**config.mk**
```make
export PLATFORM = sky130hd
export DESIGN_NAME = cardhost_ctl
export DESIGN_NICKNAME = d
export VERILOG_FILES = /design/src/rtl/cardhost_pkg.sv /design/src/rtl/cardhost_fifo.sv /design/src/rtl/cardhost_seq.sv /design/src/rtl/cardhost_irq.sv /design/src/rtl/cardhost_ctl.sv
export SDC_FILE = /design/constraint.sdc
export NUM_CORES = 1
export LEC_CHECK = 0
export BUFFER_PORTS_ARGS = -buffer_cell sky130_fd_sc_hd__clkbuf_2
export CELL_PAD_IN_SITES_DETAIL_PLACEMENT = 0
export CELL_PAD_IN_SITES_GLOBAL_PLACEMENT = 2
export CORE_AREA = 2 2 145 147
export CTS_CLUSTER_SIZE = 14
export DETAILED_ROUTE_END_ITERATION = 10
export DIE_AREA = 0 0 147 149
export GPL_ROUTABILITY_DRIVEN = 1
export GPL_TIMING_DRIVEN = 0
export MAX_ROUTING_LAYER = met4
export PLACE_DENSITY = 0.83
export SYNTH_ARGS = -nofsm -noshare
export SYNTH_HDL_FRONTEND = slang
export SYNTH_HIERARCHICAL = 1
export SYNTH_SLANG_ARGS = --single-unit
```
**constraint.sdc**
```tcl
create_clock -name clk -period 9.3 [get_ports clk]
set_clock_uncertainty 0.05 [all_clocks]
set_input_delay 1.86 -clock clk [delete_from_list [all_inputs] [get_ports clk]]
set_output_delay 1.86 -clock clk [all_outputs]
set_load 0.005 [all_outputs]
```
**src/rtl/cardhost_pkg.sv**
```systemverilog
// Shared constants and types for the card host control core.
// Assumes a 32-bit register bus addressed by word index.
package cardhost_pkg;
    localparam int BUS_W      = 32;
    localparam int WORD_BYTES = BUS_W / 8;
    localparam int CODE_W     = 4;

    // Register word indices
    localparam int REG_SYS  = 0;
    localparam int REG_CMD  = 1;
    localparam int REG_DATA = 2;
    localparam int REG_STAT = 3;
    localparam int REG_ISR  = 4;
    localparam int REG_IEN  = 5;
    localparam int REG_IDIS = 6;
    localparam int REG_IMSK = 7;
    localparam int REG_ICLR = 8;

    // Bit positions
    localparam int SYS_DIR   = 8;
    localparam int SYS_SRST  = 15;
    localparam int CMD_CODE  = 16;
    localparam int ISR_PEND  = 0;
    localparam int ISR_CINT  = 1;
    localparam int ISR_DRQ   = 2;
    localparam int NUM_SRC   = 3;

    typedef struct packed {
        logic drq;
        logic cint;
        logic pend;
    } isr_t;
endpackage

```
**src/rtl/cardhost_fifo.sv**
```systemverilog
// Byte FIFO with a word-wide CPU side and a byte-wide engine side.
// Assumes DEPTH is a power of two, not below WB, and at most one pusher and
// one popper per cycle (the caller gates by direction). clr empties it.
module cardhost_fifo #(
    parameter int DEPTH = 8,
    parameter int WB    = 4
) (
    input  logic            clk,
    input  logic            rst_n,
    input  logic            clr,
    input  logic            cpu_push,
    input  logic [8*WB-1:0] cpu_wdata,
    input  logic            cpu_pop,
    input  logic            eng_push,
    input  logic [7:0]      eng_wdata,
    input  logic            eng_pop,
    output logic [8*WB-1:0] cpu_rdata,
    output logic            cpu_pop_ok,
    output logic [7:0]      head,
    output logic            empty,
    output logic            full
);
    localparam int PTR_W = $clog2(DEPTH);
    localparam int CNT_W = $clog2(DEPTH + 1);

    logic [7:0]       mem [DEPTH];
    logic [PTR_W-1:0] wptr, rptr;
    logic [CNT_W-1:0] cnt, push_n, pop_n;
    logic [PTR_W-1:0] wr_idx [WB];
    logic [PTR_W-1:0] rd_idx [WB];
    logic             cpu_push_ok, eng_push_ok, eng_pop_ok;

    // Lane indices and the word view of the oldest WB bytes
    for (genvar g = 0; g < WB; g++) begin : g_lane
        assign wr_idx[g] = wptr + PTR_W'(g);
        assign rd_idx[g] = rptr + PTR_W'(g);
        assign cpu_rdata[8*g +: 8] = mem[rd_idx[g]];
    end

    assign empty = (cnt == '0);
    assign full  = (cnt == CNT_W'(DEPTH));
    assign head  = mem[rptr];

    // Acceptance of each access against the state before the edge
    always_comb begin
        cpu_push_ok = cpu_push && !clr && (cnt <= CNT_W'(DEPTH - WB));
        eng_push_ok = eng_push && !clr && !full && !cpu_push_ok;
        cpu_pop_ok  = cpu_pop  && !clr && (cnt >= CNT_W'(WB));
        eng_pop_ok  = eng_pop  && !clr && !empty && !cpu_pop_ok;
        push_n = cpu_push_ok ? CNT_W'(WB) : (eng_push_ok ? CNT_W'(1) : '0);
        pop_n  = cpu_pop_ok  ? CNT_W'(WB) : (eng_pop_ok  ? CNT_W'(1) : '0);
    end

    // Storage, pointers and fill count
    always_ff @(posedge clk) begin
        if (!rst_n) begin
            wptr <= '0;
            rptr <= '0;
            cnt  <= '0;
            for (int i = 0; i < DEPTH; i++) mem[i] <= '0;
        end else if (clr) begin
            wptr <= '0;
            rptr <= '0;
            cnt  <= '0;
        end else begin
            if (cpu_push_ok) begin
                for (int i = 0; i < WB; i++) mem[wr_idx[i]] <= cpu_wdata[8*i +: 8];
            end else if (eng_push_ok) begin
                mem[wptr] <= eng_wdata;
            end
            wptr <= wptr + PTR_W'(push_n);
            rptr <= rptr + PTR_W'(pop_n);
            cnt  <= cnt + push_n - pop_n;
        end
    end
endmodule

```
**src/rtl/cardhost_seq.sv**
```systemverilog
// Protocol sequencer: latches a command, raises start and busy, tracks the
// FIFO direction bit and reports a qualified end event.
// Assumes the engine pulses eng_done only while busy; stray pulses are dropped.
module cardhost_seq #(
    parameter int SIZE_W = 10,
    parameter int CODE_W = 4
) (
    input  logic              clk,
    input  logic              rst_n,
    input  logic              soft_clr,
    input  logic              cmd_we,
    input  logic [CODE_W-1:0] cmd_code,
    input  logic [SIZE_W-1:0] cmd_size,
    input  logic              dir_we,
    input  logic              dir_val,
    input  logic              eng_done,
    output logic              busy,
    output logic              start,
    output logic              fdir,
    output logic [CODE_W-1:0] code,
    output logic [SIZE_W-1:0] size,
    output logic              done_evt
);
    logic accept;

    assign accept   = cmd_we && !busy && !soft_clr;
    assign done_evt = eng_done && busy && !soft_clr;

    // Command latch, start pulse, busy level and direction bit
    always_ff @(posedge clk) begin
        if (!rst_n || soft_clr) begin
            busy  <= 1'b0;
            start <= 1'b0;
            fdir  <= 1'b0;
            code  <= '0;
            size  <= '0;
        end else begin
            start <= accept;
            if (accept) begin
                busy <= 1'b1;
                code <= cmd_code;
                size <= cmd_size;
                fdir <= cmd_code[CODE_W-1];
            end else begin
                if (eng_done) busy <= 1'b0;
                if (dir_we)   fdir <= dir_val;
            end
        end
    end
endmodule

```
**src/rtl/cardhost_irq.sv**
```systemverilog
// Interrupt status, mask and request logic. Only the bus reset clears it;
// the soft reset leaves the latched sources, line sample and mask intact.
// Assumes drq is a live level computed by the caller.
module cardhost_irq import cardhost_pkg::*; (
    input  logic               clk,
    input  logic               rst_n,
    input  logic               done_evt,
    input  logic               card_int,
    input  logic               drq,
    input  logic               clr_we,
    input  logic               en_we,
    input  logic               dis_we,
    input  logic [NUM_SRC-1:0] wbits,
    output isr_t               isr,
    output logic [NUM_SRC-1:0] imr,
    output logic               ista,
    output logic               irq
);
    logic pend_q, cint_q;
    logic [NUM_SRC-1:0] clr_m;

    assign clr_m = clr_we ? wbits : '0;

    // Line sample, latched sources (set wins over clear) and mask
    always_ff @(posedge clk) begin
        if (!rst_n) begin
            ista   <= 1'b0;
            pend_q <= 1'b0;
            cint_q <= 1'b0;
            imr    <= '0;
        end else begin
            ista   <= card_int;
            pend_q <= done_evt || (pend_q && !clr_m[ISR_PEND]);
            cint_q <= (card_int && !ista) || (cint_q && !clr_m[ISR_CINT]);
            imr    <= (imr | (en_we ? wbits : '0)) & ~(dis_we ? wbits : '0);
        end
    end

    // Status vector and masked request
    always_comb begin
        isr.pend = pend_q;
        isr.cint = cint_q;
        isr.drq  = drq;
        irq      = |(isr & imr);
    end
endmodule

```
**src/rtl/cardhost_ctl.sv**
```systemverilog
// Card host control core top: register decode, system register, soft reset
// sequencing and read multiplexer around the sequencer, FIFO and interrupts.
// Assumes reads have no wait states; rdata is valid in the strobe cycle.
module cardhost_ctl import cardhost_pkg::*; #(
    parameter int SIZE_W     = 10,
    parameter int FIFO_BYTES = 8,
    parameter int ADDR_W     = 4
) (
    input  logic              clk,
    input  logic              rst_n,
    input  logic              bus_wr,
    input  logic              bus_rd,
    input  logic [ADDR_W-1:0] bus_addr,
    input  logic [31:0]       bus_wdata,
    output logic [31:0]       bus_rdata,
    output logic [7:0]        clk_div,
    output logic              eng_start,
    output logic              eng_busy,
    output logic              eng_abort,
    output logic              eng_dir,
    output logic [3:0]        eng_code,
    output logic [SIZE_W-1:0] eng_size,
    input  logic              eng_done,
    output logic [7:0]        eng_rd_data,
    input  logic              eng_rd,
    input  logic              eng_wr,
    input  logic [7:0]        eng_wr_data,
    input  logic              card_int,
    output logic              irq
);
    logic sel_sys, sel_cmd, sel_data, sel_stat, sel_isr;
    logic sel_ien, sel_idis, sel_imsk, sel_iclr;
    logic sys_we, cmd_we, srst_q, fdir, done_evt, drq, ista;
    logic fifo_empty, fifo_full, cpu_pop_ok;
    logic [BUS_W-1:0] fifo_word;
    logic [NUM_SRC-1:0] imr_q;
    isr_t isr_q;

    // Address decode
    always_comb begin
        sel_sys  = bus_addr == ADDR_W'(REG_SYS);
        sel_cmd  = bus_addr == ADDR_W'(REG_CMD);
        sel_data = bus_addr == ADDR_W'(REG_DATA);
        sel_stat = bus_addr == ADDR_W'(REG_STAT);
        sel_isr  = bus_addr == ADDR_W'(REG_ISR);
        sel_ien  = bus_addr == ADDR_W'(REG_IEN);
        sel_idis = bus_addr == ADDR_W'(REG_IDIS);
        sel_imsk = bus_addr == ADDR_W'(REG_IMSK);
        sel_iclr = bus_addr == ADDR_W'(REG_ICLR);
        sys_we   = bus_wr && sel_sys;
        cmd_we   = bus_wr && sel_cmd;
    end

    // Self-clearing soft reset flag and clock divider field
    always_ff @(posedge clk) begin
        if (!rst_n) begin
            srst_q  <= 1'b0;
            clk_div <= '0;
        end else begin
            srst_q <= !srst_q && sys_we && bus_wdata[SYS_SRST];
            if (sys_we) clk_div <= bus_wdata[7:0];
        end
    end

    assign eng_abort = srst_q;
    assign eng_dir   = fdir;

    cardhost_seq #(.SIZE_W(SIZE_W), .CODE_W(CODE_W)) u_seq (
        .clk(clk), .rst_n(rst_n), .soft_clr(srst_q),
        .cmd_we(cmd_we),
        .cmd_code(bus_wdata[CMD_CODE +: CODE_W]),
        .cmd_size(bus_wdata[SIZE_W-1:0]),
        .dir_we(sys_we), .dir_val(bus_wdata[SYS_DIR]),
        .eng_done(eng_done),
        .busy(eng_busy), .start(eng_start), .fdir(fdir),
        .code(eng_code), .size(eng_size), .done_evt(done_evt)
    );

    cardhost_fifo #(.DEPTH(FIFO_BYTES), .WB(WORD_BYTES)) u_fifo (
        .clk(clk), .rst_n(rst_n), .clr(srst_q),
        .cpu_push(bus_wr && sel_data && fdir), .cpu_wdata(bus_wdata),
        .cpu_pop(bus_rd && sel_data && !fdir),
        .eng_push(eng_wr && !fdir), .eng_wdata(eng_wr_data),
        .eng_pop(eng_rd && fdir),
        .cpu_rdata(fifo_word), .cpu_pop_ok(cpu_pop_ok),
        .head(eng_rd_data), .empty(fifo_empty), .full(fifo_full)
    );

    assign drq = eng_busy && (fdir ? fifo_empty : fifo_full);

    cardhost_irq u_irq (
        .clk(clk), .rst_n(rst_n), .done_evt(done_evt), .card_int(card_int),
        .drq(drq),
        .clr_we(bus_wr && sel_iclr), .en_we(bus_wr && sel_ien),
        .dis_we(bus_wr && sel_idis), .wbits(bus_wdata[NUM_SRC-1:0]),
        .isr(isr_q), .imr(imr_q), .ista(ista), .irq(irq)
    );

    // Read multiplexer; unlisted bits and registers read 0
    always_comb begin
        bus_rdata = '0;
        if (sel_sys) begin
            bus_rdata[7:0]      = clk_div;
            bus_rdata[SYS_DIR]  = fdir;
            bus_rdata[SYS_SRST] = srst_q;
        end else if (sel_cmd) begin
            bus_rdata[CMD_CODE +: CODE_W] = eng_code;
            bus_rdata[SIZE_W-1:0]         = eng_size;
        end else if (sel_data) begin
            bus_rdata = cpu_pop_ok ? fifo_word : '0;
        end else if (sel_stat) begin
            bus_rdata[3:0] = {ista, eng_busy, fifo_full, fifo_empty};
        end else if (sel_isr) begin
            bus_rdata[NUM_SRC-1:0] = isr_q;
        end else if (sel_imsk) begin
            bus_rdata[NUM_SRC-1:0] = imr_q;
        end
    end
endmodule

```
==> run metrics <==
Layout Nets between 1000 and 1500; Setup crit end kind output pin; commonest non-fill, non-tap cell in the layout clkbuf_2; synth-to-layout area growth 15.3%; initial drt markers around 860; hold_sp clk_div[7]; Hold EP clk_div[7]; final wirelength roughly 29 mm; Clk Latency, worst-skew pair about 0.36 ns; CTS buffer count 9; total number of vias roughly 7500; final setup TNS 0 ns; Worst Hold Class flop to flop; synthesized area per cell around 9.5 sq um; Worst Path Buf+Inv 6; Die Y about 150 um; share of the clock period used by the worst path 65.6%; Placed Cells approximately 1200; cell count after synthesis roughly 820; Final Critical Period between 6 and 7 ns; H-tree depth 3; Mapped Area roughly 7800 sq um; WHS 0.427 ns; Seq/Total Area, Yosys 35.2%; R2R cell count 10; clk sink count ~110; crit path kind flop to output pin; CP peak stage delay between 0.5 and 0.6 ns; drt first pass iters 6; Initial Utilization between 30% and 40%; Slew headroom -2.11%; # Max-Cap Violations 1; Global Route Usage Sum between 20% and 30%; Power Dens Cells 146 nW/um^2; cell leakage power about 0.0032 uW; Most used DFF post-synth edfxtp_1; die area ~22000 sq um; Die W 147 um; post-CTS setup buffer count 0; RSZ-0062 raised after global routing false; first-pass GRT wire length roughly 43 mm; Max Slew Vio Count 11; Ys Warns 6; delay-heaviest family, CP buffers and inverters; CP max FO 10; status complete, but fails checks; slowest stage cell, crit path mux4_2; Ports ~120; Power Total 1320 uW; drt wl/cell about 24 um; vias per cell around 6.2; CTS resizes 0; Hold Path Stages 2; CTS Buffer Depth 2; critical path launch point type flop; Yosys reg bits ~110; Root Driver clkbuf_16; Routed Antenna Nets 0; reg2reg end u_fifo/cnt[3]; hold buffers post-CTS 0; initial antenna violation count 1; Yosys cell types 63; Final setup viols 0; vias in the first global route 6765; flop2flop setup slack 5.37 ns; core box area between 20000 and 25000 sq um; RR Startpoint u_seq/fdir; CTS tree done; worst path cell trace clkbuf_1, clkinv_1, clkbuf_1, ha_1, clkbuf_1, clkinv_1, mux4_2, a22o_1, clkbuf_2; grt ovf 0; Post-synth EDFFs 64; fmax ~160 MHz; WP data required between 7 and 8 ns; gpl congestion about 0.9; commonest non-fill, non-tap cells in the layout clkbuf_2 (107), o21ai_0 (84), nand2_1 (78); Synth async-reset ratio 0%; failing checks max-capacitance violations, max-slew violations; largest net degree at the start of global routing 21; CP most frequent cell clkbuf_1; syn nets around 890; Final Non-Filler Cells approximately 1200; worst vdd ir around 0.11 mV; DRC 0; layout cells sized above 1 about 26%; FILL cells about 2100; worst-margin pin slew around 1.5 ns; Final HPWL DP 23.3 mm; crit path DAT between 4 and 5 ns; IO Port Bufs around 110; Final Hold Viols 0; clock slew at reported path FFs approximately 0.09 ns; row count 53
layout make-up:
| class | count | area [sq um] | share of cell area (%) |
|---|---|---|---|
| Multi-Input combinational cell | 620 | 4620 | 51.1 |
| Sequential cell | 106 | 2760 | 30.5 |
| Timing Repair Buffer | 107 | 536 | 5.92 |
| Buffer | 74 | 382 | 4.22 |
| Tap cell | 275 | 344 | 3.80 |
| Clock buffer | 9 | 225 | 2.49 |
| Clock inverter | 7 | 87.6 | 0.968 |
| Inverter | 22 | 83.8 | 0.927 |
| Antenna cell | 1 | 2.50 | 0.0277 |
state kept, by name (all words and copies together) (netlist names), 3 cells and up:
name,count
clk_div,8
u_fifo/mem,64
u_fifo/cnt,4
u_fifo/rptr,3
u_irq/imr,3
u_seq/code,4
u_fifo/wptr,3
u_seq/size,10
routing by layer:
| metal | wire, um | share of wire, % | GRT usage, % |
|---|---|---|---|
| met5 | 0 | 0 | - |
| met4 | 652 | 2.2 | 7.02 |
| met3 | 1960 | 6.7 | 4.01 |
| met2 | 13700 | 47 | 41.7 |
| met1 | 13100 | 45 | 37.8 |
how the worst max path moves through the flow:
stage,start,endpoint,slack [ns],depth (start not counted)
detailed placement,bus_addr[3],bus_rdata[29],3.35,11
global route,u_fifo/rptr[1],bus_rdata[15],2.97,9
finish,u_fifo/rptr[1],bus_rdata[15],3.20,9
floorplan,bus_addr[3],bus_rdata[10],3.94,10
CTS,u_fifo/rptr[1],bus_rdata[15],3.22,9
global placement,bus_addr[3],bus_rdata[28],3.36,11
cell families (layout without fill, tap and decap cells):
kind of cell	count (synthesis)	after routing	share of synthesized area (%)
other	0	1	0
multiplexers	90	90	16.1
XOR/XNOR	13	13	1.45
AO/OA/AOI/OAI	298	298	25.4
flip-flops	106	106	35.2
buffers and inverters	96	219	5.93
adder cells (fa/ha/maj)	14	14	2.42
AND/OR/NAND/NOR	205	205	13.5
tightest hold or removal path, stage by stage, from the launching register on:
cell	delay [ns]
dfxtp_1	0.33
nand2_1	0.05
a21boi_1	0.05
metrics by stage:
step / cell area [sq um] / util [%] / setup slack [ns]
final: 9050 / 44.0 / 3.20
after global routing: 9050 / 44.0 / 2.97
after CTS: 9040 / 44.0 / 3.22
after detailed placement: 8720 / 42.4 / 3.35
after global placement: 8720 / 42.4 / 3.36
after floorplan: 7850 / - / 3.94
report_power, final:
part	internal (uW)	switching (uW)	total (uW)
Sequential	526	23.1	550
Combinational	138	225	364
Clock	216	194	411
synth_stat cells (3+ instances only):
| library cell | number | area share, % |
|---|---|---|
| inv_1 | 19 | 0.91 |
| nor2b_1 | 5 | 0.40 |
| a22o_1 | 6 | 0.67 |
| nand3_1 | 10 | 0.64 |
| buf_4 | 16 | 1.5 |
| nor3b_1 | 4 | 0.38 |
| nor2_1 | 34 | 1.6 |
| o22ai_1 | 64 | 5.1 |
| buf_6 | 4 | 0.57 |
| or2_2 | 3 | 0.24 |
| nor3_1 | 8 | 0.51 |
| buf_1 | 22 | 1.1 |
| a21oi_1 | 34 | 2.2 |
| dfxtp_1 | 42 | 11 |
| xor2_1 | 6 | 0.67 |
| nand2b_1 | 14 | 1.1 |
| xnor2_1 | 7 | 0.78 |
| o21ai_1 | 4 | 0.26 |
| a222oi_1 | 6 | 0.77 |
| ha_1 | 12 | 1.9 |
| o31ai_1 | 7 | 0.67 |
| a31oi_1 | 4 | 0.32 |
| and2_1 | 25 | 2.0 |
| a221oi_1 | 64 | 7.1 |
| mux2i_1 | 18 | 2.3 |
| o32a_1 | 3 | 0.38 |
| clkbuf_1 | 21 | 1.0 |
| nand2_1 | 78 | 3.7 |
| mux2_2 | 48 | 6.9 |
| a211oi_1 | 3 | 0.29 |
| buf_2 | 11 | 0.70 |
| o21ai_0 | 84 | 5.4 |
| or3_1 | 3 | 0.24 |
| mux4_2 | 24 | 6.9 |
| edfxtp_1 | 64 | 24 |
| a21boi_1 | 8 | 0.77 |
| a32oi_1 | 3 | 0.33 |
No activity file was read; power rests on OpenSTA's default activity.
